`config.mk`:
```
export PLATFORM = sky130hd
export DESIGN_NAME = ser_status_reg
export DESIGN_NICKNAME = d
export VERILOG_FILES = /design/src/rtl/ss_stat_pkg.sv /design/src/rtl/ss_flag_cell.sv /design/src/rtl/ss_edge_det.sv /design/src/rtl/ss_conflict_det.sv /design/src/rtl/ser_status_reg.sv
export SDC_FILE = /design/constraint.sdc
export NUM_CORES = 1
export LEC_CHECK = 0
export BUFFER_PORTS_ARGS = -buffer_cell sky130_fd_sc_hd__buf_2
export CAP_MARGIN = 25
export CORE_AREA = 2 2 39 41
export DETAILED_ROUTE_END_ITERATION = 6
export DIE_AREA = 0 0 41 43
export GPL_TIMING_DRIVEN = 0
export PLACE_DENSITY_LB_ADDON = 0.12
export SKIP_LAST_GASP = 1
export SYNTH_ARGS = -nofsm -noshare
export SYNTH_HDL_FRONTEND = slang
export SYNTH_HIERARCHICAL = 1
export SYNTH_SLANG_ARGS = --single-unit
```
`constraint.sdc`:
```
create_clock -name clk -period 2.8 [get_ports clk]
set_input_delay 0 -clock clk [delete_from_list [all_inputs] [get_ports clk]]
set_output_delay 0 -clock clk [all_outputs]
set_load 0.005 [all_outputs]
```
`src/rtl/ss_stat_pkg.sv`:
```
package ss_stat_pkg;
   // flag slots inside the block (not bit positions in the register)
   localparam int unsigned FL_TXE  = 0;
   localparam int unsigned FL_TEND = 1;
   localparam int unsigned FL_RXF  = 2;
   localparam int unsigned FL_OVR  = 3;
   localparam int unsigned FL_CFL  = 4;
   localparam int unsigned NFLAG   = 5;
endpackage

```
`src/rtl/ss_flag_cell.sv`:
```
module ss_flag_cell #(
   parameter bit SW_CLR_EN = 1'b1
) (
   input  logic clk,
   input  logic rst_n,
   input  logic set_i,
   input  logic hwclr_i,
   input  logic rd_i,
   input  logic wr_i,
   input  logic wr_bit_i,
   output logic flag_o
);
   logic flag_q;
   logic mark_q;
   logic sw_clr;

   generate
      if (SW_CLR_EN) begin : g_sw
         // marker: armed by a read that sees 1, dropped by any write or hw clear
         always_ff @(posedge clk or negedge rst_n) begin
            if (!rst_n)                mark_q <= 1'b0;
            else if (wr_i || hwclr_i)  mark_q <= 1'b0;
            else if (rd_i && flag_q)   mark_q <= 1'b1;
         end
         assign sw_clr = wr_i && !wr_bit_i && mark_q;
      end else begin : g_nosw
         logic unused_sw;
         assign unused_sw = ^{rd_i, wr_i, wr_bit_i};
         assign mark_q    = 1'b0;
         assign sw_clr    = 1'b0;
      end
   endgenerate

   always_ff @(posedge clk or negedge rst_n) begin
      if (!rst_n)                  flag_q <= 1'b0;
      else if (set_i)              flag_q <= 1'b1;
      else if (hwclr_i || sw_clr)  flag_q <= 1'b0;
   end

   assign flag_o = flag_q;

   AST_SET_WINS: assert property (@(posedge clk) disable iff (!rst_n)
      set_i |=> flag_o);
   AST_WR1_NO_SET: assert property (@(posedge clk) disable iff (!rst_n)
      (wr_i && !flag_o && !set_i) |=> !flag_o);
   AST_CLR_NEEDS_MARK: assert property (@(posedge clk) disable iff (!rst_n)
      (wr_i && flag_o && !mark_q && !set_i && !hwclr_i) |=> flag_o);
endmodule

```
`src/rtl/ss_edge_det.sv`:
```
module ss_edge_det #(
   parameter bit RISE    = 1'b1,
   parameter bit RST_LVL = 1'b0
) (
   input  logic clk,
   input  logic rst_n,
   input  logic lvl_i,
   output logic edge_o
);
   logic prev_q;

   always_ff @(posedge clk or negedge rst_n) begin
      if (!rst_n) prev_q <= RST_LVL;
      else        prev_q <= lvl_i;
   end

   generate
      if (RISE) begin : g_rise
         assign edge_o = lvl_i & ~prev_q;
      end else begin : g_fall
         assign edge_o = ~lvl_i & prev_q;
      end
   endgenerate
endmodule

```
`src/rtl/ss_conflict_det.sv`:
```
module ss_conflict_det #(
   parameter bit SLAVE_CHK_EN = 1'b1
) (
   input  logic clk,
   input  logic rst_n,
   input  logic four_wire_i,
   input  logic master_i,
   input  logic cs_n_i,
   input  logic start_i,
   input  logic busy_i,
   output logic hit_o
);
   logic master_hit;
   logic slave_hit;

   assign master_hit = four_wire_i & master_i & start_i & ~cs_n_i;

   generate
      if (SLAVE_CHK_EN) begin : g_slave
         logic cs_rise;
         ss_edge_det #(.RISE(1'b1), .RST_LVL(1'b1)) u_cs_edge (
            .clk    (clk),
            .rst_n  (rst_n),
            .lvl_i  (cs_n_i),
            .edge_o (cs_rise)
         );
         assign slave_hit = four_wire_i & ~master_i & busy_i & cs_rise;
      end else begin : g_noslave
         logic unused_slave;
         assign unused_slave = ^{busy_i, clk, rst_n};
         assign slave_hit    = 1'b0;
      end
   endgenerate

   assign hit_o = master_hit | slave_hit;
endmodule

```
`src/rtl/ser_status_reg.sv`:
```
module ser_status_reg
   import ss_stat_pkg::*;
#(
   parameter int unsigned REG_W        = 8,
   parameter int unsigned P_TXE        = 7,
   parameter int unsigned P_TEND       = 6,
   parameter int unsigned P_RXF        = 5,
   parameter int unsigned P_OVR        = 2,
   parameter int unsigned P_CFL        = 0,
   parameter bit          CONFLICT_EN  = 1'b1,
   parameter bit          SLAVE_CHK_EN = 1'b1
) (
   input  logic             clk,
   input  logic             rst_n,
   input  logic             reg_rd_i,
   input  logic             reg_wr_i,
   input  logic [REG_W-1:0] reg_wdata_i,
   output logic [REG_W-1:0] reg_rdata_o,
   input  logic             txbuf_wr_i,
   input  logic             rxbuf_rd_i,
   input  logic             shift_load_i,
   input  logic             last_bit_i,
   input  logic             rx_done_i,
   input  logic             tx_en_i,
   input  logic             four_wire_i,
   input  logic             master_i,
   input  logic             cs_n_i,
   input  logic             xfer_start_i,
   input  logic             xfer_busy_i,
   output logic             xfer_inhibit_o
);
   localparam int unsigned POS [NFLAG] = '{P_TXE, P_TEND, P_RXF, P_OVR, P_CFL};

   initial begin : elab_chk
      assert (REG_W >= NFLAG) else $error("register narrower than flag count");
      for (int i = 0; i < int'(NFLAG); i++) begin
         assert (POS[i] < REG_W) else $error("flag position outside register");
         for (int j = i + 1; j < int'(NFLAG); j++)
            assert (POS[i] != POS[j]) else $error("two flags share a bit");
      end
   end

   logic [NFLAG-1:0] flg;
   logic [NFLAG-1:0] set_v;
   logic [NFLAG-1:0] clr_v;
   logic             tx_rise;
   logic             cfl_hit;

   ss_edge_det #(.RISE(1'b1), .RST_LVL(1'b0)) u_txen_edge (
      .clk    (clk),
      .rst_n  (rst_n),
      .lvl_i  (tx_en_i),
      .edge_o (tx_rise)
   );

   generate
      if (CONFLICT_EN) begin : g_cfl
         ss_conflict_det #(.SLAVE_CHK_EN(SLAVE_CHK_EN)) u_cfl (
            .clk         (clk),
            .rst_n       (rst_n),
            .four_wire_i (four_wire_i),
            .master_i    (master_i),
            .cs_n_i      (cs_n_i),
            .start_i     (xfer_start_i),
            .busy_i      (xfer_busy_i),
            .hit_o       (cfl_hit)
         );
      end else begin : g_nocfl
         logic unused_cfl;
         assign unused_cfl = ^{four_wire_i, master_i, cs_n_i, xfer_start_i, xfer_busy_i};
         assign cfl_hit    = 1'b0;
      end
   endgenerate

   always_comb begin
      set_v          = '0;
      clr_v          = '0;
      set_v[FL_TXE]  = shift_load_i | tx_rise;
      clr_v[FL_TXE]  = txbuf_wr_i;
      set_v[FL_TEND] = last_bit_i & flg[FL_TXE];
      clr_v[FL_TEND] = txbuf_wr_i;
      set_v[FL_RXF]  = rx_done_i;
      clr_v[FL_RXF]  = rxbuf_rd_i;
      set_v[FL_OVR]  = rx_done_i & flg[FL_RXF] & ~rxbuf_rd_i;
      set_v[FL_CFL]  = cfl_hit;
   end

   for (genvar g = 0; g < int'(NFLAG); g++) begin : g_flag
      ss_flag_cell #(.SW_CLR_EN(1'b1)) u_cell (
         .clk      (clk),
         .rst_n    (rst_n),
         .set_i    (set_v[g]),
         .hwclr_i  (clr_v[g]),
         .rd_i     (reg_rd_i),
         .wr_i     (reg_wr_i),
         .wr_bit_i (reg_wdata_i[POS[g]]),
         .flag_o   (flg[g])
      );
   end

   always_comb begin
      reg_rdata_o = '0;
      for (int k = 0; k < int'(NFLAG); k++)
         reg_rdata_o[POS[k]] = flg[k];
   end

   assign xfer_inhibit_o = flg[FL_OVR];

   AST_RXF_SET: assert property (@(posedge clk) disable iff (!rst_n)
      rx_done_i |=> reg_rdata_o[P_RXF]);
   AST_RXF_CLR: assert property (@(posedge clk) disable iff (!rst_n)
      (rxbuf_rd_i && !rx_done_i) |=> !reg_rdata_o[P_RXF]);
   AST_OVR_SET: assert property (@(posedge clk) disable iff (!rst_n)
      (rx_done_i && reg_rdata_o[P_RXF] && !rxbuf_rd_i) |=> xfer_inhibit_o);
   AST_TXE_LOAD: assert property (@(posedge clk) disable iff (!rst_n)
      shift_load_i |=> reg_rdata_o[P_TXE]);
   AST_TXBUF_CLR: assert property (@(posedge clk) disable iff (!rst_n)
      (txbuf_wr_i && !shift_load_i && !last_bit_i && $past(rst_n) && $stable(tx_en_i))
      |=> (!reg_rdata_o[P_TXE] && !reg_rdata_o[P_TEND]));
   AST_TEND_GATE: assert property (@(posedge clk) disable iff (!rst_n)
      $rose(reg_rdata_o[P_TEND]) |-> $past(reg_rdata_o[P_TXE]));

   if (CONFLICT_EN) begin : g_cfl_ast
      AST_CFL_MASTER: assert property (@(posedge clk) disable iff (!rst_n)
         (xfer_start_i && four_wire_i && master_i && !cs_n_i) |=> reg_rdata_o[P_CFL]);
      if (SLAVE_CHK_EN) begin : g_slave_ast
         AST_CFL_SLAVE: assert property (@(posedge clk) disable iff (!rst_n)
            (four_wire_i && !master_i && xfer_busy_i && $past(rst_n) && cs_n_i && !$past(cs_n_i))
            |=> reg_rdata_o[P_CFL]);
      end
   end
endmodule

```
Yosys cells after proc, flatten, opt, wreduce, memory -nomap -nowiden. Index checks and enable logic that the tools add are counted.

Register bits after elaboration: 12. Bits in latches: 0. Memory bits (writable): 0. ROM bits: 0. Memories kept: 0.

$add $sub $neg: 0. $mul: 0. Div/mod/pow operators: 0. $lt $le $gt $ge: 0. Eq/ne operators: 0. Shifts and indexed selects: 0. Muxes and demuxes: 20. Bitwise logic cells: 18. Reduce and logical (&&, ||, !) cells: 35.

Operators with widths (count): 1-bit 2-to-1 mux (20); 2-bit nonzero test (10); 1-bit logical AND (15); 1-bit AND (11); 1-bit logical NOT (5); 1-bit logical OR (5); 1-bit inverter (5); 1-bit OR (2).

Logic depth before layout (Yosys ltp). Gate-level depths: netlist (run 1).

Depth after elaboration: 6. Gate-level depth with buffers: 4. Mapped depth without buffers: 4.

Modules after synthesis. The synthesis (run 1) kept the hierarchy.

By module, submodules not included: ss_flag_cell (times used 5, cells an instance 7, area an instance 80.1 um2, seq. area each 50.0 um2); ser_status_reg (times used 1, cells an instance 8, area an instance 55.1 um2, seq. area each 0.0 um2); ss_edge_det at g_cfl.u_cfl.g_slave.u_cs_edge (times used 1, cells an instance 2, area an instance 40.0 um2, seq. area each 26.3 um2); ss_edge_det at u_txen_edge (times used 1, cells an instance 2, area an instance 38.8 um2, seq. area each 25.0 um2); ss_conflict_det (times used 1, cells an instance 3, area an instance 21.3 um2, seq. area each 0.0 um2).

Least setup slack after synthesis (run 1). No wires, ideal clock.

Path type: register to register. Start point: register g_cfl.u_cfl.g_slave.u_cs_edge.prev_q. End point: register g_flag[4].u_cell.flag_q. Arrival time: 845 ps. Required time: 2680 ps. Setup slack: 1836 ps. Stages on the path, launching flop included: 5. Path buffers: 0. Path through: dfstp_2 -> nor2b_4 -> nand4b_1 -> nand2_1 -> a31o_1.

Cells in the longest elaborated chain, start to end: 5.

RTL lines: start, declared (RTL line ss_edge_det.sv:10) `logic prev_q;`; start signal, assigned (RTL line ss_edge_det.sv:14) `else prev_q <= lvl_i;`; 1-bit inverter (*) (RTL line ss_edge_det.sv:19) `assign edge_o = lvl_i & ~prev_q;`; 1-bit AND (*) (RTL line ss_edge_det.sv:19); named net g_cfl.u_cfl.g_slave.cs_rise (RTL line ss_conflict_det.sv:20) `logic cs_rise;`; 1-bit AND (*) (RTL line ss_conflict_det.sv:27) `assign slave_hit = four_wire_i & ~master_i & busy_i & cs_rise;`; 1-bit OR (*) (RTL line ss_conflict_det.sv:35) `assign hit_o = master_hit | slave_hit;`; named net cfl_hit (RTL line ser_status_reg.sv:47) `logic cfl_hit;`; 1-bit 2-to-1 mux / 2-bit nonzero test (equally long branches); end signal, assigned (RTL line ss_flag_cell.sv:35) `if (!rst_n) flag_q <= 1'b0;`; end signal, assigned (RTL line ss_flag_cell.sv:36) `else if (set_i) flag_q <= 1'b1;`; end signal, assigned (RTL line ss_flag_cell.sv:37) `else if (hwclr_i || sw_clr) flag_q <= 1'b0;`; end, declared (RTL line ss_flag_cell.sv:13) `logic flag_q;`.

The timed path passes the listed nets; every way through them passes the cells marked *. A chain may end at the register's enable or synchronous reset.

Worst setup path after layout (run 1).
Start point: input port tx_en_i. End point: register g_flag[0].u_cell.flag_q.

Cells in the longest elaborated chain, start to end: 3.

RTL lines: start, declared (RTL line ser_status_reg.sv:24) `input logic tx_en_i,`; 1-bit AND (*) (RTL line ss_edge_det.sv:19); named net tx_rise (RTL line ser_status_reg.sv:46) `logic tx_rise;`; 1-bit OR (*) (RTL line ser_status_reg.sv:78) `set_v[FL_TXE] = shift_load_i | tx_rise;`; named net set_v[0] (RTL line ser_status_reg.sv:44) `logic [NFLAG-1:0] set_v;`; 1-bit 2-to-1 mux / 2-bit nonzero test (equally long branches); end signal, assigned (RTL line ss_flag_cell.sv:35); end signal, assigned (RTL line ss_flag_cell.sv:36); end signal, assigned (RTL line ss_flag_cell.sv:37); end, declared (RTL line ss_flag_cell.sv:13).

Marked as above.

==> impl_metrics.toml, run 1 <==
[logic_synthesis]
synth_largest_area_cell = "sky130_fd_sc_hd__dfrtp_1"
synth_area_per_cell_um2 = 11.1
seq_area_frac_synth_pct = 54.3
yosys_warnings = 6
synth.ff_latch_count = 12
syn-cell-area_um2 = 556
ys_top_cells_by_area = "sky130_fd_sc_hd__dfrtp_1 (50%), sky130_fd_sc_hd__a31o_1 (7.9%), sky130_fd_sc_hd__nand3b_1 (6.8%)"
synth_cell_types = 15
syn-instance-count = 50
synth_largest_type_area_fraction_pct = 49.5

[detailed_routing]
ant_nets = 0
routed_wirelength_mm = 1.06
post_drt_wl_per_cell_um = 9.86
first_pass_iteration_count_of_the_detailed_router = 4
dr_total_vias = 486
detail_route.vias_per_cell = 4.54
drt_first_iter_violations = 5
drc = 0

[critical_path]
critical_path.cell_chain = "dlygate4sd3_1, buf_2, nor2b_4, or2_1, a31o_1"
critical_path.top_delay_family = "buffers and inverters"
critical_path.max_stage_delay_ns = 0.53
critical_path_buf_inv_count = 2
rr_startpoint = "g_cfl.u_cfl/g_slave.u_cs_edge/prev_q"
worst-endpoint-required_ns = 2.95
worstReg2RegEnd = "g_flag[4].u_cell/flag_o"
slowest_stage = "sky130_fd_sc_hd__dlygate4sd3_1"
internal_reg_to_reg_setup_slack_ns = 1.80
timing.critical_path.from = "tx_en_i"
cp.depth = 5
setup.worst_path.class = "in2reg"
arrival_ns = 1.17
worstPathMaxFanout = 2
timing.critical_path.to_type = "flip-flop"
cp-start-kind = "primary input"
ff2ff_path_depth = 4
crit_path_end = "g_flag[0].u_cell/flag_o"

[pwr]
pwr-share-clk_pct = 29.5
ir_worst_vdd_mv = 0.264
internal_power_uw = 276
power.net_switching_uw = 81.9
combinationalPowerShare_pct = 16.8
pwr-share-seq_pct = 53.6
power_per_cell_area_mw_per_mm2 = 442
power.static_leakage_uw = 0.000411
p_sw_share_pct = 22.9

[min_path]
hp-class = "in2reg"

[run]
drv.max_cap_violation_count = 0

[finish]
layout-area-overhead-vs-synth_pct = 45.7
layout-drive-gt1-share_pct = 38.5
most_common_cell_after_layout_fill_and_taps_aside = "sky130_fd_sc_hd__buf_2"
antenna_cells = 0
finalNetCount = 115
fill_cells = 142
fin_util_pct = 58.5
final_cell_mix = "sky130_fd_sc_hd__buf_2 (25), sky130_fd_sc_hd__dfrtp_1 (11), sky130_fd_sc_hd__conb_1 (7)"

[floorplanning]
core_region_area_mm2 = 0.00138
top_level_ports = 32
die_area_mm2 = 0.00176
die_y_um = 43
starting_utilization_of_the_core_area_pct = 40.1
dieWidth_um = 41
fp-row-count = 14

[timing]
whs_ns = 0.0203
setup_repair_after_global_routing_missed_its_margin = "false"
timing.fmax_ghz = 0.984
setup_viol = 0
skew_ns = 0.00716
layout_setup_ws_ns = 1.78
final_hold_viol_count = 0
timing.final.crit_period_ns = 1.02
timing.final.max_slew_violations = 0
finalSetupTns_ns = 0
final.period_utilization_pct = 36.3

[place]
dpl_worst_slack_ns = 1.80
port-buffer-count = 25
place_hpwl_um = 823
gp_routability_congestion = 0.619

[clock_network]
ctsRootBufferMaster = "sky130_fd_sc_hd__clkbuf_4"
clkSlewWorstSetupHoldPaths_ns = 0.06
clk-insertion-delay-late_ns = 0.26
ctsLongestPathBuffers = 2
cts_setup_buffers = 0
numClockSinks = 12
cts_tree = "done"
postCtsHoldBufs = 6
post_cts_resize_count = 0
cts_made_buffers = 3
h-tree-depth = 1

[outcome]
status = "finished clean"

[global_routing]
first_pass_grt_wire_length_mm = 1.75
grt_usage_pct = 14.8
grt_max_degree = 13
antenna_violations_before_repair = 0
grt_pass1_vias = 433
grt_remaining_overflow = 0
-- worst reg2reg max path, delay by kind of cell (launching register included) --
kind | cells | cell delay (ns)
flops | 1 | 0.54
simple gates | 3 | 0.18
compound gates | 1 | 0.18
-- layer usage --
metal  up-vias  wire, µm  share of wire [%]  global-route usage (%)
met1       218       458                 43                    18.3
met4         0         8               0.76                    8.00
met2        17       522                 49                    22.8
met3         2        66                6.3                    3.14
met5         -         0                  0                       0
li1        249         -                  -                       -
-- registers in the layout, summed over array words and instances (netlist names) --
name / flops
g_cfl.u_cfl/g_slave.u_cs_edge/prev_q: 1
u_txen_edge/prev_q: 1
g_flag.u_cell/flag_o: 5
g_flag.u_cell/mark_q: 5
-- power groups by stage --
stage          Clock [µW]  Sequential (µW)  Combinational, µW
5_1_grt               121              194               67.9
3_5_place_dp            0              195               54.5
4_1_cts               113              192               60.9
6_report              106              192               60.2
3_3_place_gp            0              195               53.3
2_1_floorplan           0              195               24.4
-- cell families after synthesis --
group / count (synthesis) / share of synthesized area [%]
flip-flops: 12 / 54.3
buffers and inverters: 9 / 8.78
AO/OA/AOI/OAI: 10 / 12.4
AND/OR/NAND/NOR: 18 / 23.9
other: 1 / 0.675
-- metrics by stage --
stage / cells / total power (µW) / area, µm²
2_1_floorplan: 56 / 219 / 578
3_3_place_gp: 97 / 248 / 723
3_5_place_dp: 97 / 250 / 723
4_1_cts: 107 / 366 / 810
5_1_grt: 107 / 383 / 810
6_report: 107 / 358 / 810
-- cells in the mapped netlist (all sizes together) --
master / number
a21oi: 5
a31o: 5
and2: 1
and3b: 1
buf: 4
conb: 1
dfrtp: 11
dfstp: 1
inv: 5
nand2: 1
nand3b: 5
nand4b: 2
nor2b: 2
nor3: 5
or2: 1
-- area by class of cell --
class                      instances  area (µm²)  area share, %
sequential                        12         302           37.2
multi-input combinational         35         228           28.1
timing repair buffer              31         185           22.9
buffer                             4        30.0           3.71
clock buffer                       4        26.3           3.25
tap                               16        20.0           2.47
inverter                           5        18.8           2.32
-- how the worst min path moves through the flow --
stage                 start                       to  slack, ns  cells after the start
2_1_floorplan         rst_n  g_flag[0].u_cell/flag_o      -0.30                      0
3_3_place_gp          rst_n  g_flag[0].u_cell/flag_o      -0.11                      1
3_5_place_dp          rst_n  g_flag[0].u_cell/flag_o      -0.11                      1
4_1_cts        shift_load_i  g_flag[0].u_cell/flag_o       0.01                      3
5_1_grt            reg_wr_i  g_flag[1].u_cell/mark_q       0.02                      2
6_report       shift_load_i  g_flag[0].u_cell/flag_o       0.02                      3
(Power assumes the default switching activity.)
==> run 2, diff against run 1 <==
--- a/config.mk
+++ b/config.mk
@@ -7,9 +7,8 @@
 export LEC_CHECK = 0
 export BUFFER_PORTS_ARGS = -buffer_cell sky130_fd_sc_hd__buf_2
 export CAP_MARGIN = 25
-export CORE_AREA = 2 2 39 41
+export CORE_UTILIZATION = 41
 export DETAILED_ROUTE_END_ITERATION = 6
-export DIE_AREA = 0 0 41 43
 export GPL_TIMING_DRIVEN = 0
 export PLACE_DENSITY_LB_ADDON = 0.12
 export SKIP_LAST_GASP = 1
==> constraint.sdc (replaced) <==
create_clock -name clk -period 1 [get_ports clk]
set_input_delay 0 -clock clk [delete_from_list [all_inputs] [get_ports clk]]
set_output_delay 0 -clock clk [all_outputs]
set_load 0.005 [all_outputs]
==> impl_metrics.toml, run 2 (same netlist as run 1, synthesis figures left out) <==
[finish]
final_cell_mix = "sky130_fd_sc_hd__buf_2 (25), sky130_fd_sc_hd__dfrtp_1 (11), sky130_fd_sc_hd__conb_1 (7)"
fill_cells = 108
antenna_cells = 0
layout-area-overhead-vs-synth_pct = 47.1
finalNetCount = 115
postLayoutCellArea_um2 = 817
layout-drive-gt1-share_pct = 39.6
most_common_cell_after_layout_fill_and_taps_aside = "sky130_fd_sc_hd__buf_2"

[pwr]
pwr-share-clk_pct = 35.2
internal_power_uw = 839
ir_worst_vdd_mv = 0.791
p_sw_share_pct = 23.0
combinationalPowerShare_pct = 15.6
power.static_leakage_uw = 0.000417
power_per_cell_area_mw_per_mm2 = 1330
p_total_uw = 1090
power.net_switching_uw = 251
pwr-share-seq_pct = 49.2

[global_routing]
grt_usage_pct = 16.9
first_pass_grt_wire_length_mm = 1.61
grt_pass1_vias = 396
grt_remaining_overflow = 0
antenna_violations_before_repair = 0
grt_max_degree = 13

[critical_path]
slowest_stage = "sky130_fd_sc_hd__dfstp_2"
worstPathMaxFanout = 1
critical_path.top_delay_family = "flip-flops"
critical_path_buf_inv_count = 0
setup.worst_path.class = "reg2reg"
critical_path.max_stage_delay_ns = 0.55
arrival_ns = 1.15
timing.critical_path.to_type = "flip-flop"
worst-endpoint-required_ns = 1.16
critical_path.cell_chain = "nor2b_4, nand4b_1, nand2_1, a31o_1"
cp-start-kind = "flip-flop"

[detailed_routing]
drc = 0
drt_first_iter_violations = 10
post_drt_wl_per_cell_um = 9.98
detail_route.vias_per_cell = 4.64
routed_wirelength_mm = 1.05
first_pass_iteration_count_of_the_detailed_router = 4
dr_total_vias = 487
ant_nets = 0

[clock_network]
h-tree-depth = 1
cts_tree = "done"
numClockSinks = 12
clkSlewWorstSetupHoldPaths_ns = 0.08
cts_made_buffers = 3
ctsLongestPathBuffers = 2
clk-insertion-delay-late_ns = 0.27
ctsRootBufferMaster = "sky130_fd_sc_hd__clkbuf_4"

[timing]
timing.fmax_ghz = 1.01
setup_repair_after_global_routing_missed_its_margin = "true"
skew_ns = 0.000701
setup_viol = 0
timing.final.max_slew_violations = 0
timing.final.crit_period_ns = 0.991
final_hold_viol_count = 0
final.period_utilization_pct = 99.1

[min_path]
hp-class = "in2reg"

[place]
place_hpwl_um = 740
gp_routability_congestion = 0.620
placed_cell_area_um2 = 721
port-buffer-count = 25

[floorplanning]
top_level_ports = 32
die_y_um = 38.8
fp-row-count = 12
die_area_mm2 = 0.00151
starting_utilization_of_the_core_area_pct = 46.8
core_region_area_mm2 = 0.00119
dieWidth_um = 38.8

[outcome]
status = "finished clean"

[run]
drv.max_cap_violation_count = 0
==> run 2: cell types whose count changed in the layout (fill, tap and decap cells not counted) <==
cell | previous run | this run
sky130_fd_sc_hd__clkbuf_8 | 0 | 1
sky130_fd_sc_hd__clkbuf_1 | 1 | 0
==> run 2: timing repair <==
action	4_1_cts	5_1_grt
gates resized for setup	0	0
endpoints found under the hold margin	18	0
hold buffers	6	0
buffers inserted	0	0
pin swaps	2	0
setup endpoints to repair	1	1
==> run 2: worst paths after layout <==
check / startpoint / end / slack [ns] / depth (start not counted)
min in group asynchronous: rst_n / g_flag[0].u_cell/mark_q / 0.12 / 2
hold reg to reg: g_flag[4].u_cell/flag_o / g_flag[4].u_cell/flag_o / 0.54 / 1
setup reg to reg: g_cfl.u_cfl/g_slave.u_cs_edge/prev_q / g_flag[4].u_cell/flag_o / 0.009 / 4
setup / recovery: g_cfl.u_cfl/g_slave.u_cs_edge/prev_q / g_flag[4].u_cell/flag_o / 0.009 / 4
max in group asynchronous: rst_n / g_cfl.u_cfl/g_slave.u_cs_edge/prev_q / 0.61 / 2
hold / removal: shift_load_i / g_flag[0].u_cell/flag_o / 0.01 / 3
==> run 2: stage by stage <==
stage | worst slack [ns] | util, % | cells | hold slack (ns) | setup TNS [ns]
after floorplan | 0.0358 | - | 56 | -0.296 | 0
after global placement | 0.0145 | 60.8 | 95 | -0.110 | 0
after detailed placement | 0.00639 | 60.8 | 95 | -0.113 | 0
after CTS | 0.00460 | 68.9 | 105 | 0.00387 | 0
after global routing | -0.0254 | 68.9 | 105 | 0.0192 | -0.0254
final | 0.00946 | 68.9 | 105 | 0.0104 | 0
==> run 2: final cells by class <==
cell class | count | area (µm²) | share of cell area (%)
flip-flops and latches | 12 | 302 | 36.9
multi-input cells | 35 | 228 | 27.9
repair buffers | 31 | 185 | 22.7
clock buffers | 4 | 36.3 | 4.44
plain buffers | 4 | 30.0 | 3.68
inverters | 5 | 18.8 | 2.30
well taps | 14 | 17.5 | 2.14
==> run 2: routing by layer <==
metal  up-vias  routed length, µm  track usage (%)
li1        250                  -                -
met1       214                513             21.9
met2        21                447             23.8
met3         2                 77             5.78
met4         0                  9             10.3
met5         -                  0                0
==> run 2: worst min-delay path, stage by stage <==
cell and delay, ns:
sky130_fd_sc_hd__buf_2 0.07, sky130_fd_sc_hd__or2_1 0.09, sky130_fd_sc_hd__a31o_1 0.09
==> run 2: power by group through the flow <==
stage	clock network (µW)	logic (µW)	registers (µW)
floorplan	0	68.3	545
global placement	0	150	545
detailed placement	0	153	545
CTS	392	171	536
global route	420	191	540
finish	384	170	536
